**src/rtl/hport_pkg.sv**
```systemverilog
package hport_pkg;

  typedef enum logic [1:0] {
    PS_DISABLED  = 2'd0,
    PS_ENABLED   = 2'd1,
    PS_SUSPENDED = 2'd2
  } port_state_e;

  typedef enum logic [1:0] {
    RS_IDLE  = 2'd0,
    RS_DRIVE = 2'd1,
    RS_TERM  = 2'd2
  } rst_phase_e;

  function automatic port_state_e decode_state(input logic en, input logic susp);
    if (!en)      return PS_DISABLED;
    else if (susp) return PS_SUSPENDED;
    else           return PS_ENABLED;
  endfunction

  // saturating increment used by the hold counter
  function automatic logic [31:0] sat_inc(input logic [31:0] v, input logic [31:0] lim);
    return (v >= lim) ? lim : v + 32'd1;
  endfunction

endpackage

```
**src/rtl/hport_rst_seq.sv**
```systemverilog
module hport_rst_seq
  import hport_pkg::*;
#(
  parameter int MIN_HOLD_US = 50000,
  parameter int TERM_US     = 100
) (
  input  logic clk,
  input  logic rst_n,
  input  logic us_tick,
  input  logic halted,
  input  logic start,
  input  logic rearm,
  input  logic release_req,
  input  logic hs_detect,
  output logic active,
  output logic driving,
  output logic done,
  output logic hs_seen
);

  localparam int CMAX = (MIN_HOLD_US > TERM_US) ? MIN_HOLD_US : TERM_US;
  localparam int CW   = $clog2(CMAX + 1);

  rst_phase_e    phase;
  logic [CW-1:0] cnt;
  logic          held;
  logic          hold_met;
  logic          term_last;

  assign hold_met  = (32'(cnt) >= 32'(MIN_HOLD_US));
  assign term_last = (32'(cnt) == 32'(TERM_US - 1));
  assign done      = (phase == RS_TERM) && us_tick && !halted && term_last;
  assign active    = (phase != RS_IDLE);
  assign driving   = (phase == RS_DRIVE);

  always_ff @(posedge clk or negedge rst_n) begin
    if (!rst_n) begin
      phase   <= RS_IDLE;
      cnt     <= '0;
      held    <= 1'b0;
      hs_seen <= 1'b0;
    end else begin
      case (phase)
        RS_IDLE: begin
          if (start) begin
            phase   <= RS_DRIVE;
            cnt     <= '0;
            held    <= 1'b1;
            hs_seen <= 1'b0;
          end
        end
        RS_DRIVE: begin
          if (us_tick)
            cnt <= CW'(sat_inc(32'(cnt), 32'(MIN_HOLD_US)));
          if (hs_detect)
            hs_seen <= 1'b1;
          if (release_req)
            held <= 1'b0;
          else if (rearm)
            held <= 1'b1;
          if (!held && hold_met && !halted) begin
            phase <= RS_TERM;
            cnt   <= '0;
          end
        end
        RS_TERM: begin
          if (us_tick && !halted) begin
            if (term_last) begin
              phase <= RS_IDLE;
              cnt   <= '0;
            end else begin
              cnt <= cnt + CW'(1);
            end
          end
        end
        default: phase <= RS_IDLE;
      endcase
    end
  end

endmodule

```
**src/rtl/hport_susp.sv**
```systemverilog
module hport_susp (
  input  logic clk,
  input  logic rst_n,
  input  logic set_req,
  input  logic clr_req,
  input  logic busy,
  output logic susp,
  output logic pending,
  output logic set_ev
);

  logic want;

  assign want   = set_req || pending;
  assign set_ev = want && !busy && !clr_req;

  always_ff @(posedge clk or negedge rst_n) begin
    if (!rst_n) begin
      susp    <= 1'b0;
      pending <= 1'b0;
    end else if (clr_req) begin
      susp    <= 1'b0;
      pending <= 1'b0;
    end else if (set_ev) begin
      susp    <= 1'b1;
      pending <= 1'b0;
    end else if (want) begin
      pending <= 1'b1;
    end
  end

endmodule

```
**src/rtl/hport_ctl.sv**
```systemverilog
module hport_ctl
  import hport_pkg::*;
#(
  parameter int MIN_HOLD_US = 50000,
  parameter int TERM_US     = 100
) (
  input  logic       clk,
  input  logic       rst_n,
  input  logic       wr_valid,
  input  logic       wr_reset_bit,
  input  logic       wr_susp_bit,
  input  logic       wr_fres_bit,
  input  logic       ctrl_halted,
  input  logic       xfer_busy,
  input  logic       hs_detect,
  input  logic       us_tick,
  output logic       rd_reset,
  output logic       rd_enabled,
  output logic       rd_suspend,
  output logic       rd_fres,
  output logic [1:0] port_state,
  output logic       drv_bus_reset,
  output logic       drv_block,
  output logic       drv_resume
);

  logic rst_wr_ok;
  logic rst_start;
  logic rst_rearm;
  logic rst_release;
  logic rst_active;
  logic rst_driving;
  logic rst_done;
  logic hs_seen;
  logic fres_q;
  logic fres_fall;
  logic susp_clr_ev;
  logic susp_set_req;
  logic susp_set_ev;
  logic susp_pending;
  logic susp_q;
  logic en_q;

  assign rst_wr_ok   = wr_valid && !ctrl_halted;
  assign rst_start   = rst_wr_ok && wr_reset_bit && !rst_active;
  assign rst_rearm   = rst_wr_ok && wr_reset_bit;
  assign rst_release = rst_wr_ok && !wr_reset_bit;

  assign fres_fall    = wr_valid && !wr_fres_bit && fres_q;
  assign susp_clr_ev  = fres_fall || rst_start;
  assign susp_set_req = wr_valid && wr_susp_bit && en_q && !rst_active;

  hport_rst_seq #(
    .MIN_HOLD_US(MIN_HOLD_US),
    .TERM_US    (TERM_US)
  ) u_rst (
    .clk        (clk),
    .rst_n      (rst_n),
    .us_tick    (us_tick),
    .halted     (ctrl_halted),
    .start      (rst_start),
    .rearm      (rst_rearm),
    .release_req(rst_release),
    .hs_detect  (hs_detect),
    .active     (rst_active),
    .driving    (rst_driving),
    .done       (rst_done),
    .hs_seen    (hs_seen)
  );

  hport_susp u_susp (
    .clk    (clk),
    .rst_n  (rst_n),
    .set_req(susp_set_req),
    .clr_req(susp_clr_ev),
    .busy   (xfer_busy),
    .susp   (susp_q),
    .pending(susp_pending),
    .set_ev (susp_set_ev)
  );

  always_ff @(posedge clk or negedge rst_n) begin
    if (!rst_n) begin
      en_q   <= 1'b0;
      fres_q <= 1'b0;
    end else begin
      if (rst_start)
        en_q <= 1'b0;
      else if (rst_done)
        en_q <= hs_seen;
      if (wr_valid)
        fres_q <= wr_fres_bit;
    end
  end

  assign rd_reset      = rst_active;
  assign rd_enabled    = en_q;
  assign rd_suspend    = susp_q;
  assign rd_fres       = fres_q;
  assign port_state    = decode_state(en_q, susp_q);
  assign drv_bus_reset = rst_driving;
  assign drv_block     = susp_q;
  assign drv_resume    = fres_q;

endmodule

```
**config.mk**
```make
export PLATFORM = sky130hd
export DESIGN_NAME = hport_ctl
export DESIGN_NICKNAME = d
export VERILOG_FILES = /design/src/rtl/hport_pkg.sv /design/src/rtl/hport_rst_seq.sv /design/src/rtl/hport_susp.sv /design/src/rtl/hport_ctl.sv
export SDC_FILE = /design/constraint.sdc
export NUM_CORES = 1
export LEC_CHECK = 0
export BUFFER_PORTS_ARGS = -buffer_cell sky130_fd_sc_hd__buf_4
export CAP_MARGIN = 10
export CELL_PAD_IN_SITES_DETAIL_PLACEMENT = 2
export CELL_PAD_IN_SITES_GLOBAL_PLACEMENT = 2
export CORE_UTILIZATION = 39
export CTS_CLUSTER_DIAMETER = 120
export DETAILED_ROUTE_END_ITERATION = 8
export PLACE_DENSITY = 0.88
export REMOVE_ABC_BUFFERS = 1
export SLEW_MARGIN = 25
export SYNTH_ARGS = -nofsm -noshare
export SYNTH_HDL_FRONTEND = slang
export SYNTH_SLANG_ARGS = --single-unit
```
**constraint.sdc**
```tcl
create_clock -name clk -period 4.35 [get_ports clk]
set_input_delay 1.305 -clock clk [delete_from_list [all_inputs] [get_ports clk]]
set_output_delay 1.305 -clock clk [all_outputs]
set_load 0.1 [all_outputs]
```
# == Word-level counts from Yosys, hierarchy flattened ==
# Index checks and enable logic that the tools add are counted.
# word_totals
reg_bits,24
inputBits,10
out_inout_bits,9
elab_cells,86
# op_classes
add_sub_neg,2
magnitude_cmp,1
n_eq_ne,10
muxes,28
reduce_logical,37
# op_table
op,n
$mux W16,6
$pmux W16 S3,1
$add A16 B1 Y16 const B,2
$logic_and A1 B1 Y1,17
$eq A16 B7 Y1 const B,1
$ge A16 B16 Y1 const B,1
$mux W1,12
$mux W2,6
$reduce_and A4 Y1,2
$reduce_bool A2 Y1,4
$logic_not A1 Y1,7
$ne A2 B2 Y1 const B,3
$pmux W2 S3,1
$reduce_and A3 Y1,2
$reduce_bool A3 Y1,2
$ne A2 B1 Y1 const B,2
$pmux W1 S2,2
$ne A3 B1 Y1 const B,1
$ne A3 B2 Y1 const B,1
$eq A2 B1 Y1 const B,1
$eq A2 B2 Y1 const B,1
$logic_not A2 Y1,1
$logic_or A1 B1 Y1,2

# == Depth between registers and ports, before layout ==
# Gate-level depths: netlist of run 1.
# depth
depth_word,9
depth_mapped,8
ltp_nobuf,7

# == Hierarchy ==
# A second synthesis of run 1 with hierarchy kept.
# unflattened
cells_unflattened,180
area_unflattened_um2,1636.6
# modules_own_cells
module,n_inst,cells_per_inst,area_each_um2,seq_area_each_um2
hport_rst_seq,1,158,1396.3,500.5
hport_ctl,1,15,160.2,50.0
hport_susp,1,7,80.1,50.0

# == Worst setup path after synthesis of run 1 ==
# OpenSTA, ideal clock, no wires.
# synth_path
path_type,register to output
from,reg en_q (netlist: rd_enabled)
to,out port_state[0]
arrival_time_ps,2385
required_ps,3045
path_slack_ps,660
path_stages_with_launch,2
n_path_buf,0
path_cell_list,dfrtp_1 > nor2b_1
# synth_via
elab_chain_len,1
# synth_rtl
item,line_no,source
start: declaration,hport_ctl.sv:42,logic en_q;
start signal: assignment,hport_ctl.sv:90,en_q <= hs_seen;
$mux W2,hport_pkg.sv:16,if (!en) return PS_DISABLED;
end: declaration,hport_ctl.sv:21,"output logic [1:0] port_state,"
# No other way between the ends.

# == Worst setup path after layout of run 1 ==
# layout_path
from,in ctrl_halted
to,reg u_rst.cnt[7]
# layout_via
elab_chain_len,6
elab_cells_between_ends,12
cone_classes,3 x eq/ne; 2 x mux; 7 x reduce/logical
# layout_rtl
item,line_no,source
start: declaration,hport_ctl.sv:13,"input logic ctrl_halted,"
$logic_not A1 Y1 *,"hport_rst_seq.sv:61, hport_rst_seq.sv:67, hport_ctl.sv:44",
$logic_and A1 B1 Y1,hport_ctl.sv:44,assign rst_wr_ok = wr_valid && !ctrl_halted;
$logic_and A1 B1 Y1 (2 in series),hport_ctl.sv:45,assign rst_start = rst_wr_ok && wr_reset_bit && !rst_active;
$ne A2 B2 Y1 (no line),-,
$reduce_and A4 Y1 (no line),-,
end signal: assignment,hport_rst_seq.sv:54,"cnt <= CW'(sat_inc(32'(cnt), 32'(MIN_HOLD_US)));"
end signal: assignment,hport_rst_seq.sv:72,cnt <= cnt + CW'(1);
end: declaration,hport_rst_seq.sv:25,logic [CW-1:0] cnt;
# Mark *: on every way between the ends. The rest lies on a longest branch, timed or not.
# A chain may end at the register's enable or synchronous reset.

==> results of run 1 <==
-- path summary, 6_finish.rpt --
| path | from | to | slack [ps] | cells after the start |
|---|---|---|---|---|
| max | ctrl_halted | u_rst.cnt[7] | 1450 | 6 |
| min | drv_resume | drv_resume | 570 | 1 |
| max reg2reg | u_rst.cnt[10] | u_rst.cnt[13] | 1760 | 5 |
| min reg2reg | drv_resume | drv_resume | 570 | 1 |
| max in group asynchronous | rst_n | u_rst.cnt[9] | 3170 | 1 |
| min in group asynchronous | rst_n | u_rst.cnt[6] | 910 | 1 |
-- cells in the mapped netlist (all sizes together) (3+ instances only) --
cell    instances  area, sq um
a211oi          4        30.03
a21o            4        30.03
a21oi          12        60.06
a22o            4        35.03
and3            3        18.77
buf             6        37.53
clkbuf          3        12.51
dfrtp          24        600.6
ha              6        75.07
inv            12        45.04
nand2          16        60.06
nand2b          3        18.77
nand3           7        40.04
nand4           6        50.04
nor2           14        52.55
nor2b           3        18.77
nor3            4        20.02
nor4            3        33.78
o21ai           4        23.77
o22a            6        52.55
o22ai           3        18.77
-- cell families (layout without fill, tap and decap cells) --
logic type               Yosys count  count (layout)  synth area share, %
AO/OA/AOI/OAI                     51              51                25.67
adder cells (fa/ha/maj)            6               6                4.570
buffers and inverters             21              34                5.788
flip-flops                        24              24                36.56
multiplexers                       4               4                2.818
AND/OR/NAND/NOR                   70              70                24.60
-- metrics by stage --
stage	hold WS [ps]	std cells	area [sq um]	total power [mW]	setup slack [ps]
detailed placement	552.0	235	1790	0.3965	1233
floorplan	499.0	167	1593	0.3479	298.5
CTS	581.8	239	1846	0.5564	1444
global placement	532.5	235	1790	0.3833	1361
finish	575.0	239	1846	0.5517	1452
global route	598.9	239	1846	0.5758	1300
-- layer usage --
layer / GRT usage, % / share of wire [%] / vias up
met1: 32.25 / 44 / 769
met3: 2.740 / 1.7 / 13
li1: - / - / 681
met2: 47.10 / 52 / 22
met4: 10.90 / 2.5 / 0
met5: 0 / 0 / -
-- power groups by stage --
stage	combinational (mW)	sequential [mW]	clock [mW]
global route	0.106	0.300	0.170
finish	0.0963	0.296	0.160
detailed placement	0.0972	0.299	0
global placement	0.0907	0.293	0
CTS	0.0979	0.295	0.163
floorplan	0.0533	0.295	0
-- final cells by class --
| type | count | area, sq um | share of cell area (%) |
|---|---|---|---|
| Sequential cell | 24 | 600.6 | 32.54 |
| Timing Repair Buffer | 18 | 135.1 | 7.322 |
| Inverter | 12 | 45.04 | 2.441 |
| Clock buffer | 4 | 55.05 | 2.983 |
| Tap cell | 50 | 62.56 | 3.390 |
| Multi-Input combinational cell | 131 | 947.2 | 51.32 |
-- registers in the layout (all words and copies together), names as in the netlist --
register        count
drv_resume          1
rd_enabled          1
u_rst.cnt          16
u_rst.held          1
u_rst.hs_seen       1
u_rst.phase         2
u_susp.pending      1
u_susp.susp         1
==> results.md, run 1 <==
- Antenna Diode Count: 0
- Vias in the first global route: between 1,500 and 2,000
- Total GRT Usage: approximately a quarter
- # port buffers: 18
- Final hold violations: 0
- Tcrit/Tclk final: between 60% and 70%
- CP Class: primary input to flop
- Clock tree buffer depth: 2
- Register area share after synthesis: 36.56%
- RSZ-0062 raised after global routing: false
- Startpoint types: primary input
- Net switching share of the total power: between 30% and 40%
- Worst-Skew Late Latency: 270 ps
- Logic pwr share: ~17%
- Synth Cell Area: ~1600 sq um
- Clock tree sinks: 24
- Die Y: between 60 and 70 um
- H-tree Lvls: 1
- Total core area: about 4000 sq um
- Final nets: about 210
- Clock share of power: between 20% and 30%
- Largest net degree at the start of global routing: 26
- Rows: 23
- First-pass GRT wire length: between 8000 and 9000 um
- Leak pwr: between 0.7 and 0.8 nW
- Async S/R FF share, synth: between 90% and 100%
- Avg Vias per Cell: slightly above 6
- Area grow syn2layout: 12.34%
- EDFF count, synth: 0
- WL final: 5435 um
- CP arrival: 3050 ps
- Crit-path max FO: 25
- 1st-pass router iterations: 4
- Total grt overflow: 0
- Distinct cell type count after synthesis: 53
- Avg Cell Area, Syn: approximately 9.3 sq um
- PwrDens: between 200 and 300 nW/um^2
- Die ar.: between 4000 and 5000 sq um
- Die width: between 60 and 70 um
- Fmax: 345.1 MHz
- Status: completed
- CTS Root Cell: clkbuf_8
- # resized after CTS: 0
- CP Cell Sequence: buf_4 > nand3b_1 > a221oi_2 > o31ai_4 > nand2b_1 > o41ai_1
- Reg power frac: between 50% and 60%
- DRC: 0
- Commonest non-fill, non-tap cell in the layout: dfrtp_1
- Crit path largest cell delay: ~410 ps
- WL per Instance: between 20 and 25 um
- CP max stage cell: a221oi_2
- Kind of end point of the critical path: flop
- Post-DRT Antenna Nets: 0
- RD Place Congestion: between 0.8 and 0.9
- CP top delay family: compound AO/OA/AOI/OAI gates
- Most frequent cells in the layout: dfrtp_1 (24), buf_4 (18), nand2_1 (16)
- Clk slew on worst S/H paths: roughly 90 ps
- Clock buffer count from CTS: 3
- MaxCap Viol Count: 0
- Initial Util: about two fifths
- Iter 0 DRT Violations: between 80 and 90
- Switching power: about 0.18 mW
- Hold buffers post-CTS: 0
- Seq cells post-synth: 24
- Worst Path Required: 4510 ps
- Worst vdd ir: approximately 160 uV
- Worst path bufs/invs: 1
- DP HPWL: between 3000 and 4000 um
- Fin util: 45.81%
- Worst clock skew: 1.632 ps
- Layout cells sized above 1: between 10% and 20%
- Min Clock Period, post-route: around 2900 ps
- Fillers: roughly 450
- Yosys warns: 0
- Final setup viols: 0
- Synth Instances: approximately 180
- Post-CTS Setup Inserts: 0
- Max Slew Vio Count: 0
- Tightest Pin Transition: slightly below 1000 ps
- Worst relative slew slack: 33.73%
- I/O pin count: 19
- Post-synth top flop: dfrtp_1
- Antenna violations before repair: 0
- DR vias: 1,485
- CTS tree: built
- Min-delay worst type: flop to flop
- Cell Int Power: between 0.3 and 0.4 mW
- Setup TNS: 0 ps
Note: power is estimated with default switching activity, not from simulation.
==> inputs of run 2 (changes only) <==
--- a/config.mk
+++ b/config.mk
@@ -9,10 +9,10 @@
 export CAP_MARGIN = 10
 export CELL_PAD_IN_SITES_DETAIL_PLACEMENT = 2
 export CELL_PAD_IN_SITES_GLOBAL_PLACEMENT = 2
-export CORE_UTILIZATION = 39
+export CORE_UTILIZATION = 36
 export CTS_CLUSTER_DIAMETER = 120
 export DETAILED_ROUTE_END_ITERATION = 8
-export PLACE_DENSITY = 0.88
+export PLACE_DENSITY = 0.83
 export REMOVE_ABC_BUFFERS = 1
 export SLEW_MARGIN = 25
 export SYNTH_ARGS = -nofsm -noshare
==> constraint.sdc (replaced) <==
create_clock -name clk -period 3 [get_ports clk]
set_input_delay 0.9 -clock clk [delete_from_list [all_inputs] [get_ports clk]]
set_output_delay 0.9 -clock clk [all_outputs]
set_load 0.1 [all_outputs]
==> results.md, run 2 (synthesized netlist as in run 1, its figures left out) <==
- DRC: 0 (unchanged)
- Crit path largest cell delay: 680 ps (was 410 ps)
- 1st-pass router iterations: 4 (unchanged)
- Cell Int Power: 0.5057 mW (was 0.3671 mW)
- Hold buffers post-CTS: 0 (unchanged)
- CTS Root Cell: clkbuf_8 (unchanged)
- Worst reg-to-reg path cell count: 6 (was 5)
- Worst Setup Slack, final: 546.9 ps (was 1452 ps)
- Leading registers by flop count: u_rst.cnt: 16 flops, u_rst.phase: 2 flops (unchanged)
- Antenna Diode Count: 0 (unchanged)
- CTS tree: built (unchanged)
- DP HPWL: 3373 um (was 3858 um)
- Clock share of power: 25.7% (was 28.9%)
- Area grow syn2layout: 12.57% (was 12.34%)
- PwrDens: 409.6 nW/um^2 (was 299.0 nW/um^2)
- DR vias: 1,413 (was 1,485)
- CP Cell Sequence: nor4_4 > o41ai_2 > o31ai_4 > buf_4 > a21oi_1 > o22a_1 (was buf_4 > nand3b_1 > a221oi_2 > o31ai_4 > nand2b_1 > o41ai_1)
- MaxCap Viol Count: 0 (unchanged)
- Initial Util: 37.47% (was 40.78%)
- Switching power: 0.2517 mW (was 0.1846 mW)
- Logic pwr share: 18.1% (was 17.4%)
- Total core area: 4384 sq um (was 4029 sq um)
- Clk slew on worst S/H paths: 80 ps (was 90 ps)
- Largest net degree at the start of global routing: 25 (was 26)
- CP Class: flop to flop (was primary input to flop)
- # port buffers: 18 (unchanged)
- Status: completed (unchanged)
- Avg Vias per Cell: 5.839 (was 6.213)
- Clock tree sinks: 24 (unchanged)
- Max reg flops: 16 (unchanged)
- Worst relative slew slack: 46.85% (was 33.73%)
- Final setup viols: 0 (unchanged)
- Total grt overflow: 0 (unchanged)
- Min Clock Period, post-route: 2453 ps
- Max Slew Vio Count: 0 (unchanged)
- Worst vdd ir: 164.6 uV (was 162.0 uV)
- Final hold violations: 0 (unchanged)
- Die width: 69.55 um (was 66.90 um)
- Worst Path Required: 3160 ps (was 4510 ps)
- # resized after CTS: 0 (unchanged)
- Post-Place Worst Slack: 365.1 ps (was 1233 ps)
- Clock tree buffer depth: 2 (unchanged)
- Antenna violations before repair: 0 (unchanged)
- CP arrival: 2610 ps (was 3050 ps)
- Die Y: 69.55 um (was 66.90 um)
- Tcrit/Tclk final: 81.77%
- Net switching share of the total power: 33.23% (was 33.46%)
- WL final: 4486 um (was 5435 um)
- Leak pwr: 0.7807 nW (was 0.7789 nW)
- Iter 0 DRT Violations: 65 (was 83)
- H-tree Lvls: 1 (unchanged)
- Reg power frac: 56.2% (was 53.6%)
- Largest reg by FF count: u_rst.cnt (unchanged)
- I/O pin count: 19 (unchanged)
- Pwr Total: 0.7574 mW (was 0.5517 mW)
- Post-CTS Setup Inserts: 0 (unchanged)
- Commonest non-fill, non-tap cell in the layout: dfrtp_1 (unchanged)
- Worst-Skew Late Latency: 270 ps (about the same)
- Most frequent cells in the layout: dfrtp_1 (24), buf_4 (20), nand2_1 (16) (was dfrtp_1 (24), buf_4 (18), nand2_1 (16))
- Startpoint types: flop (was primary input)
- WL per Instance: 18.54 um (was 22.74 um)
- First-pass GRT wire length: 7907 um (was 8493 um)
- Total GRT Usage: 20.69% (was 26.55%)
- Min-delay worst type: primary input to asynchronous set/reset pin (was flop to flop)
- RD Place Congestion: 0.8270 (was 0.8484)
- Tightest Pin Transition: 797.3 ps (was 994.1 ps)
- RSZ-0062 raised after global routing: false (unchanged)
- Clock buffer count from CTS: 3 (unchanged)
- Kind of end point of the critical path: flop (unchanged)
- Worst clock skew: 0.8293 ps (was 1.632 ps)
- Post-DRT Antenna Nets: 0 (unchanged)
- CP max stage cell: o31ai_4 (was a221oi_2)
- Fmax: 407.6 MHz
- Die ar.: 4837 sq um (was 4476 sq um)
- Layout cells sized above 1: 20.00% (was 19.58%)
- Final nets: 208 (was 206)
- Rows: 24 (was 23)
- Vias in the first global route: 1,562 (was 1,603)
- Crit-path max FO: 20 (was 25)
==> run 2: cell types whose count changed in the layout (fill, tap and decap cells not counted) <==
cell      previous run  this run
buf_4               18        20
clkbuf_8             4         3
==> run 2: path summary, 6_finish.rpt <==
| path | start | endpoint | slack [ps] |
|---|---|---|---|
| min reg2reg | drv_resume | drv_resume | 580 |
| max | u_rst.cnt[10] | u_rst.cnt[6] | 550 |
| max reg2reg | u_rst.cnt[10] | u_rst.cnt[6] | 550 |
| min in group clk | drv_resume | drv_resume | 580 |
| max in group asynchronous | rst_n | u_rst.cnt[12] | 2240 |
| min | rst_n | u_rst.cnt[8] | 520 |
==> run 2: power by group through the flow <==
stage	combinational (mW)	clock (mW)	sequential, mW
5_1_grt	0.152	0.216	0.434
2_1_floorplan	0.0773	0	0.427
3_3_place_gp	0.133	0	0.429
6_report	0.137	0.195	0.425
3_5_place_dp	0.140	0	0.430
4_1_cts	0.140	0.201	0.424
==> run 2: metal layers <==
metal | vias up | track usage (%) | part of all wire, %
met4 | 0 | 7.483 | 1.4
met2 | 11 | 34.09 | 50
met3 | 5 | 2.471 | 2.0
met5 | - | 0 | 0
met1 | 717 | 27.91 | 47
li1 | 680 | - | -
==> run 2: cell type report <==
type / count / area (sq um)
Fill cell: 493 / 2535
Multi-Input combinational cell: 131 / 947.2
Inverter: 12 / 45.04
Timing Repair Buffer: 20 / 150.1
Clock buffer: 3 / 41.29
Tap cell: 52 / 65.06
Sequential cell: 24 / 600.6
==> run 2: worst max-delay path, delay by kind of cell (launching register included) <==
kind	cells	cell delay [ps]
flip-flops	1	480
buffers and inverters	1	270
AND/OR/NAND/NOR	1	460
AO/OA/AOI/OAI	4	1130
==> run 2: through the flow <==
step | cells | instance area (sq um) | hold slack [ps] | setup TNS (ps) | util, %
floorplan | 167 | 1593 | 499.0 | -978.4 | -
global placement | 239 | 1808 | 534.5 | 0 | 41.24
detailed placement | 239 | 1808 | 552.9 | 0 | 41.24
CTS | 242 | 1849 | 528.3 | 0 | 42.18
global route | 242 | 1849 | 527.9 | 0 | 42.18
finish | 242 | 1849 | 517.5 | 0 | 42.18
==> inputs of run 3 (changes only) <==
--- a/config.mk
+++ b/config.mk
@@ -9,10 +9,10 @@
 export CAP_MARGIN = 10
 export CELL_PAD_IN_SITES_DETAIL_PLACEMENT = 2
 export CELL_PAD_IN_SITES_GLOBAL_PLACEMENT = 2
-export CORE_UTILIZATION = 36
+export CORE_UTILIZATION = 32
 export CTS_CLUSTER_DIAMETER = 120
 export DETAILED_ROUTE_END_ITERATION = 8
-export PLACE_DENSITY = 0.83
+export PLACE_DENSITY = 0.78
 export REMOVE_ABC_BUFFERS = 1
 export SLEW_MARGIN = 25
 export SYNTH_ARGS = -nofsm -noshare
==> constraint.sdc (replaced) <==
create_clock -name clk -period 2.2 [get_ports clk]
set_input_delay 0.66 -clock clk [delete_from_list [all_inputs] [get_ports clk]]
set_output_delay 0.66 -clock clk [all_outputs]
set_load 0.1 [all_outputs]
==> results.md, run 3 (synthesized netlist as in run 1, its figures left out) <==
- DRC: 0 (unchanged)
- Clock tree buffer depth: 2 (unchanged)
- CP Cell Sequence: nor4_4 > o41ai_2 > buf_4 > o31ai_4 > and2b_1 > a22o_1 (was nor4_4 > o41ai_2 > o31ai_4 > buf_4 > a21oi_1 > o22a_1)
- Status: completed (unchanged)
- Final setup viols: 0 (unchanged)
- CP arrival: 2350 ps (was 2610 ps)
- WHS: 281.9 ps (was 517.5 ps)
- Clk slew on worst S/H paths: 100 ps (was 80 ps)
- Worst clock skew: 11.01 ps (was 0.8293 ps)
- Min-delay worst type: primary input to asynchronous set/reset pin (unchanged)
- Largest net degree at the start of global routing: 25 (unchanged)
- Min Clock Period, post-route: 2184 ps (was 2453 ps)
- CTS tree: built (unchanged)
- Die ar.: 5424 sq um (was 4837 sq um)
- Kind of end point of the critical path: flop (unchanged)
- Die Y: 73.65 um (was 69.55 um)
- Vias in the first global route: 1,627 (was 1,562)
- Worst vdd ir: 252.0 uV (was 164.6 uV)
- Clock share of power: 28.7% (was 25.7%)
- Worst Path Required: 2370 ps (was 3160 ps)
- Post-DRT Antenna Nets: 0 (unchanged)
- MaxCap Viol Count: 0 (unchanged)
- Antenna violations before repair: 0 (unchanged)
- Clock buffer count from CTS: 3 (unchanged)
- Worst reg-to-reg path cell count: 6 (unchanged)
- CP Class: flop to flop (unchanged)
- # port buffers: 18 (unchanged)
- Commonest non-fill, non-tap cell in the layout: buf_4 (was dfrtp_1)
- CP max stage cell: dfrtp_1 (was o31ai_4)
- WL per Instance: 20.74 um (was 18.54 um)
- RD Place Congestion: 0.7804 (was 0.8270)
- Clock tree sinks: 24 (unchanged)
- WL final: 5766 um (was 4486 um)
- Net switching share of the total power: 33.58% (was 33.23%)
- Reg power frac: 50.6% (was 56.2%)
- Tcrit/Tclk final: 99.27% (was 81.77%)
- Layout cells sized above 1: 29.38% (was 20.00%)
- H-tree Lvls: 1 (unchanged)
- Avg Vias per Cell: 5.576 (was 5.839)
- Final hold violations: 0 (unchanged)
- Logic pwr share: 20.7% (was 18.1%)
- Max Slew Vio Count: 0 (unchanged)
- Cell Int Power: 0.7473 mW (was 0.5057 mW)
- Rows: 25 (was 24)
- Most frequent cells in the layout: buf_4 (37), dfrtp_1 (23), nand2_1 (16) (was dfrtp_1 (24), buf_4 (20), nand2_1 (16))
- Fmax: 457.9 MHz (was 407.6 MHz)
- Hold buffers post-CTS: 0 (unchanged)
- DR vias: 1,550 (was 1,413)
- DP HPWL: 4154 um (was 3373 um)
- Iter 0 DRT Violations: 62 (was 65)
- Initial Util: 34.10% (was 37.47%)
- Total core area: 4817 sq um (was 4384 sq um)
- Startpoint types: flop (unchanged)
- CTS Root Cell: clkbuf_8 (unchanged)
- R2r startpoint: u_rst.cnt[11] (was u_rst.cnt[10])
- Max reg flops: 16 (unchanged)
- Leading registers by flop count: u_rst.cnt: 16 flops, u_rst.phase: 2 flops (unchanged)
- R2r setup slk: 20 ps (was 550 ps)
- Largest reg by FF count: u_rst.cnt (unchanged)
- Leak pwr: 0.8899 nW (was 0.7807 nW)
- Worst relative slew slack: 62.49% (was 46.85%)
- PwrDens: 543.3 nW/um^2 (was 409.6 nW/um^2)
- 1st-pass router iterations: 4 (unchanged)
- Crit-path max FO: 6 (was 20)
- Area grow syn2layout: 26.05% (was 12.57%)
- Worst-Skew Late Latency: 280 ps (was 270 ps)
- Antenna Diode Count: 0 (unchanged)
- First-pass GRT wire length: 8687 um (was 7907 um)
- Pwr Total: 1.125 mW (was 0.7574 mW)
- Final nets: 228 (was 208)
- I/O pin count: 19 (unchanged)
- Tightest Pin Transition: 562.6 ps (was 797.3 ps)
- FF-to-FF End: u_rst.cnt[3] (was u_rst.cnt[6])
- Die width: 73.65 um (was 69.55 um)
- Switching power: 0.3778 mW (was 0.2517 mW)
- Total grt overflow: 0 (unchanged)
- Crit path largest cell delay: 460 ps (was 680 ps)
- Total GRT Usage: 21.79% (was 20.69%)
[run 3: cell count changes in the layout (fill, tap and decap cells not counted), sizes merged]
cell / change
buf: +19
clkbuf: +1
o31ai: +1
[run 3: worst max-delay path: cells and delay by family (launching register included)]
kind                   cells  cell delay, ps
buffers and inverters      1             170
flip-flops                 1             460
AO/OA/AOI/OAI              3             750
AND/OR/NAND/NOR            2             690
[run 3: worst max-delay path by stage]
stage | startpoint | endpoint | slack [ps] | cells past startpoint
5_1_grt | u_rst.cnt[11] | u_rst.cnt[10] | -30 | 6
6_report | u_rst.cnt[11] | u_rst.cnt[3] | 20 | 6
4_1_cts | u_rst.phase[0] | rd_reset | 7 | 4
2_1_floorplan | u_susp.susp | port_state[0] | -1210 | 1
3_5_place_dp | ctrl_halted | u_rst.cnt[14] | -130 | 7
3_3_place_gp | ctrl_halted | u_rst.cnt[14] | 30 | 7
[run 3: layout make-up]
cell class / count / area [sq um]
fillers: 543 / 2746
flip-flops and latches: 24 / 601.8
inverters: 12 / 45.04
clock buffers: 4 / 55.05
multi-input cells: 132 / 975.9
well taps: 67 / 83.83
repair buffers: 39 / 309.0
[run 3: power groups by stage]
stage | sequential (mW) | clock (mW) | combinational [mW]
finish | 0.570 | 0.323 | 0.233
global route | 0.580 | 0.350 | 0.255
CTS | 0.566 | 0.339 | 0.226
detailed placement | 0.575 | 0 | 0.225
global placement | 0.572 | 0 | 0.211
floorplan | 0.582 | 0 | 0.105
[run 3: repair_timing]
action / 4_1_cts / 5_1_grt
resized for setup: 0 / 5
buffers inserted: 0 / 2
endpoints found under the setup margin: 0 / 14
[run 3: per-stage QoR]
step	worst slack [ps]	instances	setup TNS, ps	utilization (%)	area [sq um]
finish	16.14	278	0	42.99	2071
global route	-34.01	278	-155.3	42.99	2071
CTS	6.982	275	0	41.71	2009
detailed placement	-133.0	271	-362.1	40.57	1954
global placement	27.93	271	0	40.57	1954
floorplan	-1207	167	-11220	-	1593
[run 3: metal layers]
| metal | track usage, % | wire, um |
|---|---|---|
| met5 | 0 | 0 |
| met4 | 4.915 | 93 |
| met1 | 28.63 | 2579 |
| met2 | 37.82 | 3000 |
| met3 | 3.018 | 93 |
